<file path="src/rtl/dtgen_pkg.sv">
package dtgen_pkg;

  typedef enum logic [1:0] {
    UPD_NOW    = 2'd0,
    UPD_LOCAL  = 2'd1,
    UPD_GLOBAL = 2'd2,
    UPD_GLOB_B = 2'd3
  } upd_mode_e;

  function automatic logic is_global(upd_mode_e m);
    return (m == UPD_GLOBAL) || (m == UPD_GLOB_B);
  endfunction

  // Output may open once the phase has lasted at least 'dly' cycles.
  function automatic logic phase_open(logic [31:0] elapsed, logic [31:0] dly);
    return elapsed >= dly;
  endfunction

endpackage

</file>
<file path="src/rtl/dtgen_delay_reg.sv">
module dtgen_delay_reg
  import dtgen_pkg::*;
#(
  parameter int DLY_W = 12
) (
  input  logic             clk,
  input  logic             rst_n,
  input  upd_mode_e        mode,
  input  logic             wr,
  input  logic [DLY_W-1:0] wr_val,
  input  logic             cnt_zero,
  input  logic             armed,
  output logic [DLY_W-1:0] staged,
  output logic [DLY_W-1:0] live,
  output logic             apply
);

  logic pending;

  assign apply = pending && cnt_zero &&
                 ((mode == UPD_LOCAL) || (is_global(mode) && armed));

  always_ff @(posedge clk) begin
    if (!rst_n) begin
      staged  <= '0;
      live    <= '0;
      pending <= 1'b0;
    end else if (wr) begin
      staged <= wr_val;
      if (mode == UPD_NOW) begin
        live    <= wr_val;
        pending <= 1'b0;
      end else begin
        pending <= 1'b1;
      end
    end else if (apply) begin
      live    <= staged;
      pending <= 1'b0;
    end
  end

endmodule

</file>
<file path="src/rtl/dtgen_edge.sv">
module dtgen_edge
  import dtgen_pkg::*;
#(
  parameter int DLY_W = 12
) (
  input  logic             clk,
  input  logic             rst_n,
  input  logic             sig,
  input  logic [DLY_W-1:0] dly,
  output logic             out
);

  logic [DLY_W-1:0] elapsed;

  always_ff @(posedge clk) begin
    if (!rst_n)             elapsed <= '0;
    else if (!sig)          elapsed <= '0;
    else if (elapsed < dly) elapsed <= elapsed + 1'b1;
  end

  assign out = sig && phase_open(32'(elapsed), 32'(dly));

endmodule

</file>
<file path="src/rtl/dtgen_top.sv">
module dtgen_top
  import dtgen_pkg::*;
#(
  parameter int DLY_W = 12,
  parameter int REG_W = 32
) (
  input  logic             clk,
  input  logic             rst_n,
  input  logic             pwm_in,
  input  logic             cnt_zero,
  input  logic             glb_req,
  input  logic             db_en,
  input  logic [1:0]       upd_mode,
  input  logic             wr_rise,
  input  logic             wr_fall,
  input  logic [REG_W-1:0] wr_data,
  output logic [REG_W-1:0] rd_rise,
  output logic [REG_W-1:0] rd_fall,
  output logic             out_hi,
  output logic             out_lo
);

  localparam int NCH = 2;

  upd_mode_e        mode;
  logic             glb_arm;
  logic [NCH-1:0]   wr_sel;
  logic [NCH-1:0]   ch_sig;
  logic [NCH-1:0]   ch_out;
  logic [NCH-1:0]   ch_apply;
  logic [DLY_W-1:0] staged_q [NCH];
  logic [DLY_W-1:0] live_q   [NCH];
  logic [DLY_W-1:0] rise_live;
  logic [DLY_W-1:0] fall_live;

  assign mode   = upd_mode_e'(upd_mode);
  assign wr_sel = {wr_fall, wr_rise};
  assign ch_sig = {~pwm_in, pwm_in};

  // Global request is held until a counter-zero strobe consumes it.
  always_ff @(posedge clk) begin
    if (!rst_n)                    glb_arm <= 1'b0;
    else if (cnt_zero && glb_arm)  glb_arm <= 1'b0;
    else if (glb_req)              glb_arm <= 1'b1;
  end

  for (genvar c = 0; c < NCH; c++) begin : g_ch
    dtgen_delay_reg #(.DLY_W(DLY_W)) u_reg (
      .clk      (clk),
      .rst_n    (rst_n),
      .mode     (mode),
      .wr       (wr_sel[c]),
      .wr_val   (wr_data[DLY_W-1:0]),
      .cnt_zero (cnt_zero),
      .armed    (glb_arm),
      .staged   (staged_q[c]),
      .live     (live_q[c]),
      .apply    (ch_apply[c])
    );

    dtgen_edge #(.DLY_W(DLY_W)) u_edge (
      .clk   (clk),
      .rst_n (rst_n),
      .sig   (ch_sig[c]),
      .dly   (live_q[c]),
      .out   (ch_out[c])
    );
  end

  assign rise_live = live_q[0];
  assign fall_live = live_q[1];

  assign rd_rise = {{(REG_W-DLY_W){1'b0}}, staged_q[0]};
  assign rd_fall = {{(REG_W-DLY_W){1'b0}}, staged_q[1]};

  assign out_hi = db_en ? ch_out[0] :  pwm_in;
  assign out_lo = db_en ? ch_out[1] : ~pwm_in;

endmodule

</file>
<file path="config.mk">
export PLATFORM = sky130hd
export DESIGN_NAME = dtgen_top
export DESIGN_NICKNAME = d
export VERILOG_FILES = /design/src/rtl/dtgen_pkg.sv /design/src/rtl/dtgen_delay_reg.sv /design/src/rtl/dtgen_edge.sv /design/src/rtl/dtgen_top.sv
export SDC_FILE = /design/constraint.sdc
export NUM_CORES = 1
export LEC_CHECK = 0
export BUFFER_PORTS_ARGS = -buffer_cell sky130_fd_sc_hd__buf_2
export CAP_MARGIN = 20
export CORE_MARGIN = 2
export CORE_UTILIZATION = 49
export CTS_CLUSTER_DIAMETER = 200
export DETAILED_ROUTE_END_ITERATION = 12
export HOLD_SLACK_MARGIN = 0.08
export PLACE_DENSITY_LB_ADDON = 0.2
export SLEW_MARGIN = 10
export SYNTH_ARGS = -nofsm -noshare
export SYNTH_HDL_FRONTEND = slang
export SYNTH_HIERARCHICAL = 1
export SYNTH_SLANG_ARGS = --single-unit
</file>
<file path="constraint.sdc">
create_clock -name clk -period 2.3 [get_ports clk]
set_input_delay 0.345 -clock clk [delete_from_list [all_inputs] [get_ports clk]]
set_output_delay 0.345 -clock clk [all_outputs]
set_load 0.02 [all_outputs]
</file>
=== After elaboration in Yosys (flattened, before gate mapping) ===
Index checks and enable logic that the tools add are counted.

* Bits in registers: 75
* Bits of input ports: 42
* Output and inout port bits: 66

* $add $sub $neg: 2
* Magnitude comparators: 4
* Equal/unequal tests: 5
* Multiplexer cells: 12
* Bitwise logic cells: 2
* Reductions and logical operators: 18

{| class="wikitable"
|+ Operators by type and width
! kind !! number
|-
| 2-to-1 mux 12 bit || 5
|-
| adder 12 x 1 -> 12 bit, second input constant || 2
|-
| greater-or-equal comparator 12 bit || 2
|-
| < comparator 12 bit || 2
|-
| logical AND 1 bit || 8
|-
| 2-to-1 mux 1 bit || 7
|-
| AND reduction 2 bit || 3
|-
| equality test 2 bit, second input constant || 2
|-
| inequality test 2 x 1 -> 1 bit, second input constant || 2
|-
| nonzero test 2 bit || 2
|-
| OR reduction 2 bit || 2
|-
| equality test 2 x 1 -> 1 bit, second input constant || 1
|-
| logical NOT 2 bit || 1
|-
| logical OR 1 bit || 2
|-
| NOT 1 bit || 2
|}

=== Logic depth before layout (Yosys ltp) ===
Gate-level depths: netlist of run 1.

* Word-level depth: 7
* Mapped depth: 10
* Depth with buffers taken out: 8

=== Hierarchy ===
Netlist of run 1, hierarchy kept.

{| class="wikitable"
|+ By module, submodules not included
! module !! instances !! cells each !! area each (µm²)
|-
| dtgen_delay_reg || 2 || 88 || 1038.5
|-
| dtgen_edge || 2 || 117 || 957.2
|-
| dtgen_top || 1 || 49 || 359.1
|}

=== Worst setup path before layout of run 1 ===
Ideal clock, no wire load.

* Path kind: register to output
* From: reg g_ch[1].u_reg.live[11]
* To: out out_lo
* Data arrival time: 1996 ps
* Required time: 1955 ps
* Path slack: -41 ps
* Cell stages (with the launch flop): 11
* Buffers on the path: 2
* Path through: dfxtp_1 inv_1 ha_1 nand4_1 or3_4 a21oi_2 buf_6 buf_6 o31a_1 nand2_1 o21ai_0

* Word-level cells in the longest chain between the ends: 3

{| class="wikitable"
|+ Ends and longest elaborated chain
! item !! RTL line !! source
|-
| from (decl) || dtgen_delay_reg.sv:14 || <nowiki>output logic [DLY_W-1:0] live,</nowiki>
|-
| from (signal assigned) || dtgen_delay_reg.sv:31 || <nowiki>live <= wr_val;</nowiki>
|-
| from (signal assigned) || dtgen_delay_reg.sv:37 || <nowiki>live <= staged;</nowiki>
|-
| greater-or-equal comparator 12 bit || dtgen_pkg.sv:16 || <nowiki>return elapsed >= dly;</nowiki>
|-
| logical AND 1 bit || dtgen_edge.sv:21 || <nowiki>assign out = sig && phase_open(32'(elapsed), 32'(dly));</nowiki>
|-
| named net ch_out[1] || dtgen_top.sv:29 || <nowiki>logic [NCH-1:0] ch_out;</nowiki>
|-
| 2-to-1 mux 1 bit || dtgen_top.sv:77 || <nowiki>assign out_lo = db_en ? ch_out[1] : ~pwm_in;</nowiki>
|-
| to (decl) || dtgen_top.sv:20 || <nowiki>output logic out_lo</nowiki>
|}

The timed path passes the listed nets, and every way through them passes these cells.

=== Worst setup path after layout of run 1 ===
* From: reg g_ch[1].u_edge.elapsed[5]
* To: out out_lo

* Word-level cells in the longest chain between the ends: 3

{| class="wikitable"
|+ Ends and longest elaborated chain
! item !! RTL line !! source
|-
| from (decl) || dtgen_edge.sv:13 || <nowiki>logic [DLY_W-1:0] elapsed;</nowiki>
|-
| from (signal assigned) || dtgen_edge.sv:18 || <nowiki>else if (elapsed < dly) elapsed <= elapsed + 1'b1;</nowiki>
|-
| greater-or-equal comparator 12 bit || dtgen_pkg.sv:16 ||
|-
| logical AND 1 bit || dtgen_edge.sv:21 ||
|-
| named net ch_out[1] || dtgen_top.sv:29 ||
|-
| 2-to-1 mux 1 bit || dtgen_top.sv:77 ||
|}

The timed path passes the listed nets, and every way through them passes these cells.

==> out/results.ini, run 1 <==
[power_and_ir_drop]
pwr-share-seq_pct=43.8
switching_power_uw=932.2
p_clk_share_pct=34.8
p_int_uw=2300
p_leak_uw=0.002259
irDropWorstVdd_mv=0.2967
p_per_area_nw_per_um2=639.4
swShare_pct=28.84
p_comb_share_pct=21.4

[grt]
grt_pass1_vias=3172
grt.total_usage_pct=18.78
grt_pass1_wl_um=14790
grt_use_met2_pct=32.98
gr-total-overflow=0
grt-busiest-layer=met2
antenna_found_initial=0
grt_max_degree=22
grt_use_met3_pct=3.364
use_met1_pct=22.78

[detailed_routing]
dr.first_iter.drc_count=113
num_vias=3368
drc=0
wl_um=9105
wl_per_cell_um=14.38
drt-vias-per-instance=5.321
detail-route-antenna-nets=0
firstDrtPassIters=5

[cells_and_area]
final_cells=633
drive_above_1_share_pct=40.00
area_growth_pct=16.39
antennaDiodeCount=0
finalNetCount=589

[clock_network]
root_buffer=clkbuf_8
clockBufferDepth=2
cts_tree=built
htreeDepth=3
cts-buffers-inserted=9
cts.sinks=75
clk_pin_slew_ps=80
clk_latency_ps=340

[timing]
maxSlewViolCount=0
rsz0062_at_grt=true
setup_violations=2
fin_crit_sh_pct=104.1
whs_ps=243.7
clock_skew_ps=9.890
final_hold_viol_count=0
tightest_slew_ps=775.5
fin_crit_ps=2393
timing.final.ws_setup_ps=-93.44
slew_headroom_pct=48.30
setup_tns_ps=-173.3
fmax_ghz=0.4178

[run_status]
status=finished, violations left
violations=setup timing

[flow_run]
maxCapViolations=0

[floorplanning]
die_area_um2=9632
die_y_um=98.15
core_um2=8678
row_count=34
pin_count=108
die_w_um=98.15
initial_core_util_pct=50.04

[place]
pre_cts_ws_ps=64.21
place_inst=598
portBuffers=47
gp_congestion=0.8082
dpl.hpwl_um=6339

[setup_path]
critPathMaxFanout=5
critPathRequiredTime_ps=1960
critPathLaunchType=flop
cpMaxStageDelayCell=dfxtp_1
reg2regPathDepth=9
slowest_delay_ps=430
path_cells=ha_4, a21oi_1, o21a_1, o221ai_2, o31a_1, nand2_1, o21ai_2, buf_6
path_class=flop to output pin
arrival_ps=2050
crit_path_end_kind=output pin

[synth]
ys_warn_count=6
synthCells=457
syn_avg_cell_area_um2=9.503
netlist_area_um2=4343

[hold_path]
min_delay_path_depth=2
hold_class=primary input to flop

layout by cell type (no fill, tap or decap), types with 3 or more instances in the layout:
master     count
inv_1         39
inv_2         10
a21oi_1       27
and4_1         4
a2bb2oi_2     20
o21ai_1        4
mux2_2        24
ha_1          14
or4_1         17
dfxtp_1       48
clkbuf_8      10
nor2_1         3
a2bb2oi_1      4
o31ai_1       18
nand3_1       16
buf_2         45
nand4_1        6
ha_4          12
conb_1        40
nand2_1       42
and3_1         4
dfxtp_2       25
buf_6          3
buf_4         28
a21oi_2        6
and2_1         6
o21ai_0        4
nor2b_1        4
state kept, by name, indices dropped and copies added (netlist names):
signal,cells
glb_arm,1
g_ch.u_reg/live,24
g_ch.u_reg/staged,24
g_ch.u_edge/elapsed,24
g_ch.u_reg/pending,2
through the flow:
step           cell area, um^2  util, %  total power [uW]
2_1_floorplan             4497        -              1984
3_3_place_gp              4444    51.21              2018
3_5_place_dp              4444    51.21              2030
4_1_cts                   4991    57.51              3224
5_1_grt                   5055    58.25              3394
6_report                  5055    58.25              3232
power groups by stage:
| stage | sequential (uW) | combinational (uW) | clock (uW) |
|---|---|---|---|
| after floorplan | 1470 | 517 | 0 |
| after CTS | 1420 | 666 | 1140 |
| after detailed placement | 1440 | 586 | 0 |
| final | 1420 | 692 | 1120 |
| after global routing | 1430 | 752 | 1220 |
| after global placement | 1440 | 576 | 0 |
metal layers:
metal	up-vias	wire (um)
li1	1687	-
met1	1623	3975
met2	45	4793
met3	13	181
met4	0	155
met5	-	0
worst max-delay path, delay by kind of cell (launching register included):
family | cells | cell delay [ps]
adders and majority gates | 1 | 240
AOI/OAI and AO/OA | 5 | 830
DFF | 1 | 430
and+or+nand+nor | 1 | 80
buffers and inverters | 1 | 130
area by class of cell:
class,count,area [um^2]
Clock buffer,10,137.6
Inverter,49,183.9
Multi-Input combinational cell,310,2511
Sequential cell,75,1540
Clock inverter,5,77.57
Tap cell,108,135.1
Fill cell,781,3623
Timing Repair Buffer,76,469.2
worst paths after layout:
| check | start | to | slack (ps) |
|---|---|---|---|
| hold reg to reg | g_ch[0].u_reg/live[4] | g_ch[0].u_reg/live[4] | 490 |
| hold / removal | glb_req | glb_arm | 240 |
| setup reg to reg | g_ch[1].u_reg/live[1] | g_ch[1].u_edge/elapsed[8] | 140 |
| setup / recovery | g_ch[1].u_edge/elapsed[5] | out_lo | -90 |
repair_timing:
| item | 4_1_cts | 5_1_grt |
|---|---|---|
| hold buffers | 0 | 0 |
| setup endpoints to repair | 2 | 3 |
| cloned | 0 | 0 |
| setup buffers | 19 | 1 |
| pin swaps | 17 | 6 |
| resized for setup | 54 | 11 |
No activity file was read; power rests on OpenSTA's default activity.
==> inputs of run 2 (changes only) <==
--- a/config.mk
+++ b/config.mk
@@ -8,7 +8,7 @@
 export BUFFER_PORTS_ARGS = -buffer_cell sky130_fd_sc_hd__buf_2
 export CAP_MARGIN = 20
 export CORE_MARGIN = 2
-export CORE_UTILIZATION = 49
+export CORE_UTILIZATION = 47
 export CTS_CLUSTER_DIAMETER = 200
 export DETAILED_ROUTE_END_ITERATION = 12
 export HOLD_SLACK_MARGIN = 0.08
@@ -16,5 +16,4 @@
 export SLEW_MARGIN = 10
 export SYNTH_ARGS = -nofsm -noshare
 export SYNTH_HDL_FRONTEND = slang
-export SYNTH_HIERARCHICAL = 1
 export SYNTH_SLANG_ARGS = --single-unit
==> out/results.ini, run 2 <==
[setup_path]
cp-startpoint=g_ch[0].u_reg.live[11]
r2r_slack_ps=70  ; -70 ps
critPathMaxFanout=3  ; -2
critPathLaunchType=flop
timing.rr.start=g_ch[0].u_edge.elapsed[5]
path_cells=inv_1, ha_4, nand4_1, or3_4, a21oi_2, or3_4, o21a_1, buf_6
crit_path_end_kind=output pin
slowest_delay_ps=370  ; -60 ps
cpMaxStageDelayCell=or3_4
crit_end=out_hi
reg2regPathDepth=8  ; -1
path_class=flop to output pin
cpMostUsedCell=or3_4
critPathRequiredTime_ps=1960  ; about the same
arrival_ps=2060  ; about the same
r2r_end=g_ch[0].u_edge.elapsed[6]

[synth]
synth_area_leaders=dfxtp_1 40%, ha_1 8.6%, buf_4 7.9%
synth.most_common_cell=dfxtp_1
synthDistinctLibCells=41
synthCells=434  ; -5.0%
synthFlopType=dfxtp_1
synthArstFlopShare_pct=0
seq_area_frac_synth_pct=39.53
netlist_top_cells_count=75 x dfxtp_1, 71 x nor2_1, 40 x buf_4
ys_warn_count=0  ; -6
ys_seq_elements=75
synth_edf_count=0
netlist_area_um2=3799  ; -13%
yosysTopAreaCell=dfxtp_1
yosysTopAreaCellShare_pct=39.53
syn_avg_cell_area_um2=8.753  ; -7.9%

[clock_network]
cts_tree=built
clockBufferDepth=2  ; unchanged
htreeDepth=3  ; unchanged
clk_latency_ps=350  ; about the same
cts.sinks=75  ; unchanged
cts-buffers-inserted=9  ; unchanged
root_buffer=clkbuf_8
clk_pin_slew_ps=80  ; about the same
cts_hold_buf=0  ; unchanged

[cells_and_area]
final_cell_mix=70 x nor2_1, 55 x dfxtp_1, 45 x buf_2
seq_area_um2=1529  ; -0.73%
multiInputGateArea_um2=2133  ; -15%
drive_above_1_share_pct=26.41  ; -14 points
layout_commonest_cell=nor2_1
final_cells=598  ; -5.5%
antennaDiodeCount=0  ; unchanged
reg.largest.list=g_ch.u_edge.elapsed (24), g_ch.u_reg.live (24), g_ch.u_reg.staged (24)
area_growth_pct=18.21
finalNetCount=560  ; -4.9%
fillers=702  ; -10%

[run_status]
violations=setup timing
status=finished, violations left

[grt]
gr-total-overflow=0  ; unchanged
grt.total_usage_pct=18.70  ; -0.078 points
grt_pass1_vias=2812  ; -11%
antenna_found_initial=0  ; unchanged
grt_max_degree=52  ; +140%
grt_pass1_wl_um=12970  ; -12%

[floorplanning]
core_um2=7767  ; -10%
die_area_um2=8817  ; -8.5%
row_count=32  ; -5.9%
initial_core_util_pct=48.90  ; -1.1 points
pin_count=108  ; unchanged
die_w_um=93.90  ; -4.3%
die_y_um=93.90  ; -4.3%

[timing]
clock_skew_ps=12.49  ; +2.602 ps
fin_crit_sh_pct=104.5  ; +0.40 points
tightest_slew_ps=503.9  ; -271.6 ps
setup_violations=2  ; unchanged
fin_crit_ps=2403  ; +9.152 ps
final_hold_viol_count=0  ; unchanged
rsz0062_at_grt=true
timing.final.ws_setup_ps=-102.6  ; -9.152 ps
slew_headroom_pct=66.41  ; +18 points
fmax_ghz=0.4162  ; -0.38%
maxSlewViolCount=0  ; unchanged

[place]
place_inst=576  ; -3.7%
pre_cts_ws_ps=60.05  ; -4.164 ps
portBuffers=47  ; unchanged
gp_congestion=0.8029  ; -0.66%
dpl.hpwl_um=5605  ; -12%

[power_and_ir_drop]
p_leak_uw=0.001903  ; -16%
p_per_area_nw_per_um2=661.9  ; +3.5%
irDropWorstVdd_mv=0.4201  ; +42%

[detailed_routing]
firstDrtPassIters=4  ; -1
drc=0  ; unchanged
detail-route-antenna-nets=0  ; unchanged
dr.first_iter.drc_count=74  ; -35%
wl_um=7695  ; -15%
num_vias=2963  ; -12%
wl_per_cell_um=12.87  ; -11%
drt-vias-per-instance=4.955  ; -6.9%

[hold_path]
hold_class=primary input to flop
min_delay_path_depth=2  ; unchanged

[flow_run]
maxCapViolations=0  ; unchanged

run 2: worst min-delay path by stage:
stage	start	end	slack, ps
after global routing	cnt_zero	glb_arm	180
final	cnt_zero	glb_arm	190
after detailed placement	glb_arm	glb_arm	470
after floorplan	glb_arm	glb_arm	440
after CTS	cnt_zero	glb_arm	160
after global placement	glb_arm	glb_arm	450
run 2: kinds of logic after synthesis:
logic type / Yosys count / synth area share, %
flops: 75 / 39.53
simple gates: 140 / 17.52
other cells: 1 / 0.09872
mux: 27 / 7.148
fa+ha+maj: 26 / 8.564
buf+inv: 89 / 13.04
xor+xnor: 14 / 3.228
compound gates: 62 / 10.87
run 2: layout make-up:
class | count | area share, %
Timing Repair Buffer | 65 | 8.526
Inverter | 32 | 2.675
Clock buffer | 9 | 2.758
Clock inverter | 6 | 1.644
Sequential cell | 75 | 34.05
Tap cell | 102 | 2.842
Multi-Input combinational cell | 309 | 47.51
run 2: power by group:
| group | total (uW) | internal [uW] | switching [uW] |
|---|---|---|---|
| clock | 1020 | 508 | 514 |
| sequential | 1400 | 1360 | 34.8 |
| combinational | 554 | 214 | 340 |
run 2: per-stage QoR:
step	hold slack, ps	util (%)	TNS [ps]	power [uW]	instance area, um^2
after floorplan	435.5	-	0	1837	3945
after global placement	448.6	51.69	0	1897	4015
after detailed placement	468.0	51.69	0	1908	4015
after CTS	164.2	56.91	-174.4	2986	4420
after global routing	176.6	57.81	-400.7	3128	4491
final	185.5	57.81	-178.4	2972	4491
run 2: repair_timing:
item | in CTS | in global routing
setup buffers | 3 | 4
setup endpoints to repair | 2 | 7
pin swaps | 15 | 4
gates resized for setup | 44 | 10
run 2: worst max-delay path: cells and delay by family, from the launching register on:
kind | cells | cell delay (ps)
AND/OR/NAND/NOR | 3 | 660
adder cells (fa/ha/maj) | 1 | 280
AO/OA/AOI/OAI | 2 | 260
buffers and inverters | 2 | 190
flip-flops | 1 | 330
run 2: routing by layer:
layer,GRT usage [%],wire [um],vias to the layer above
li1,-,-,1524
met1,24.07,3652,1337
met2,29.70,3444,92
met3,6.661,502,10
met4,5.072,96,0
met5,0,0,-
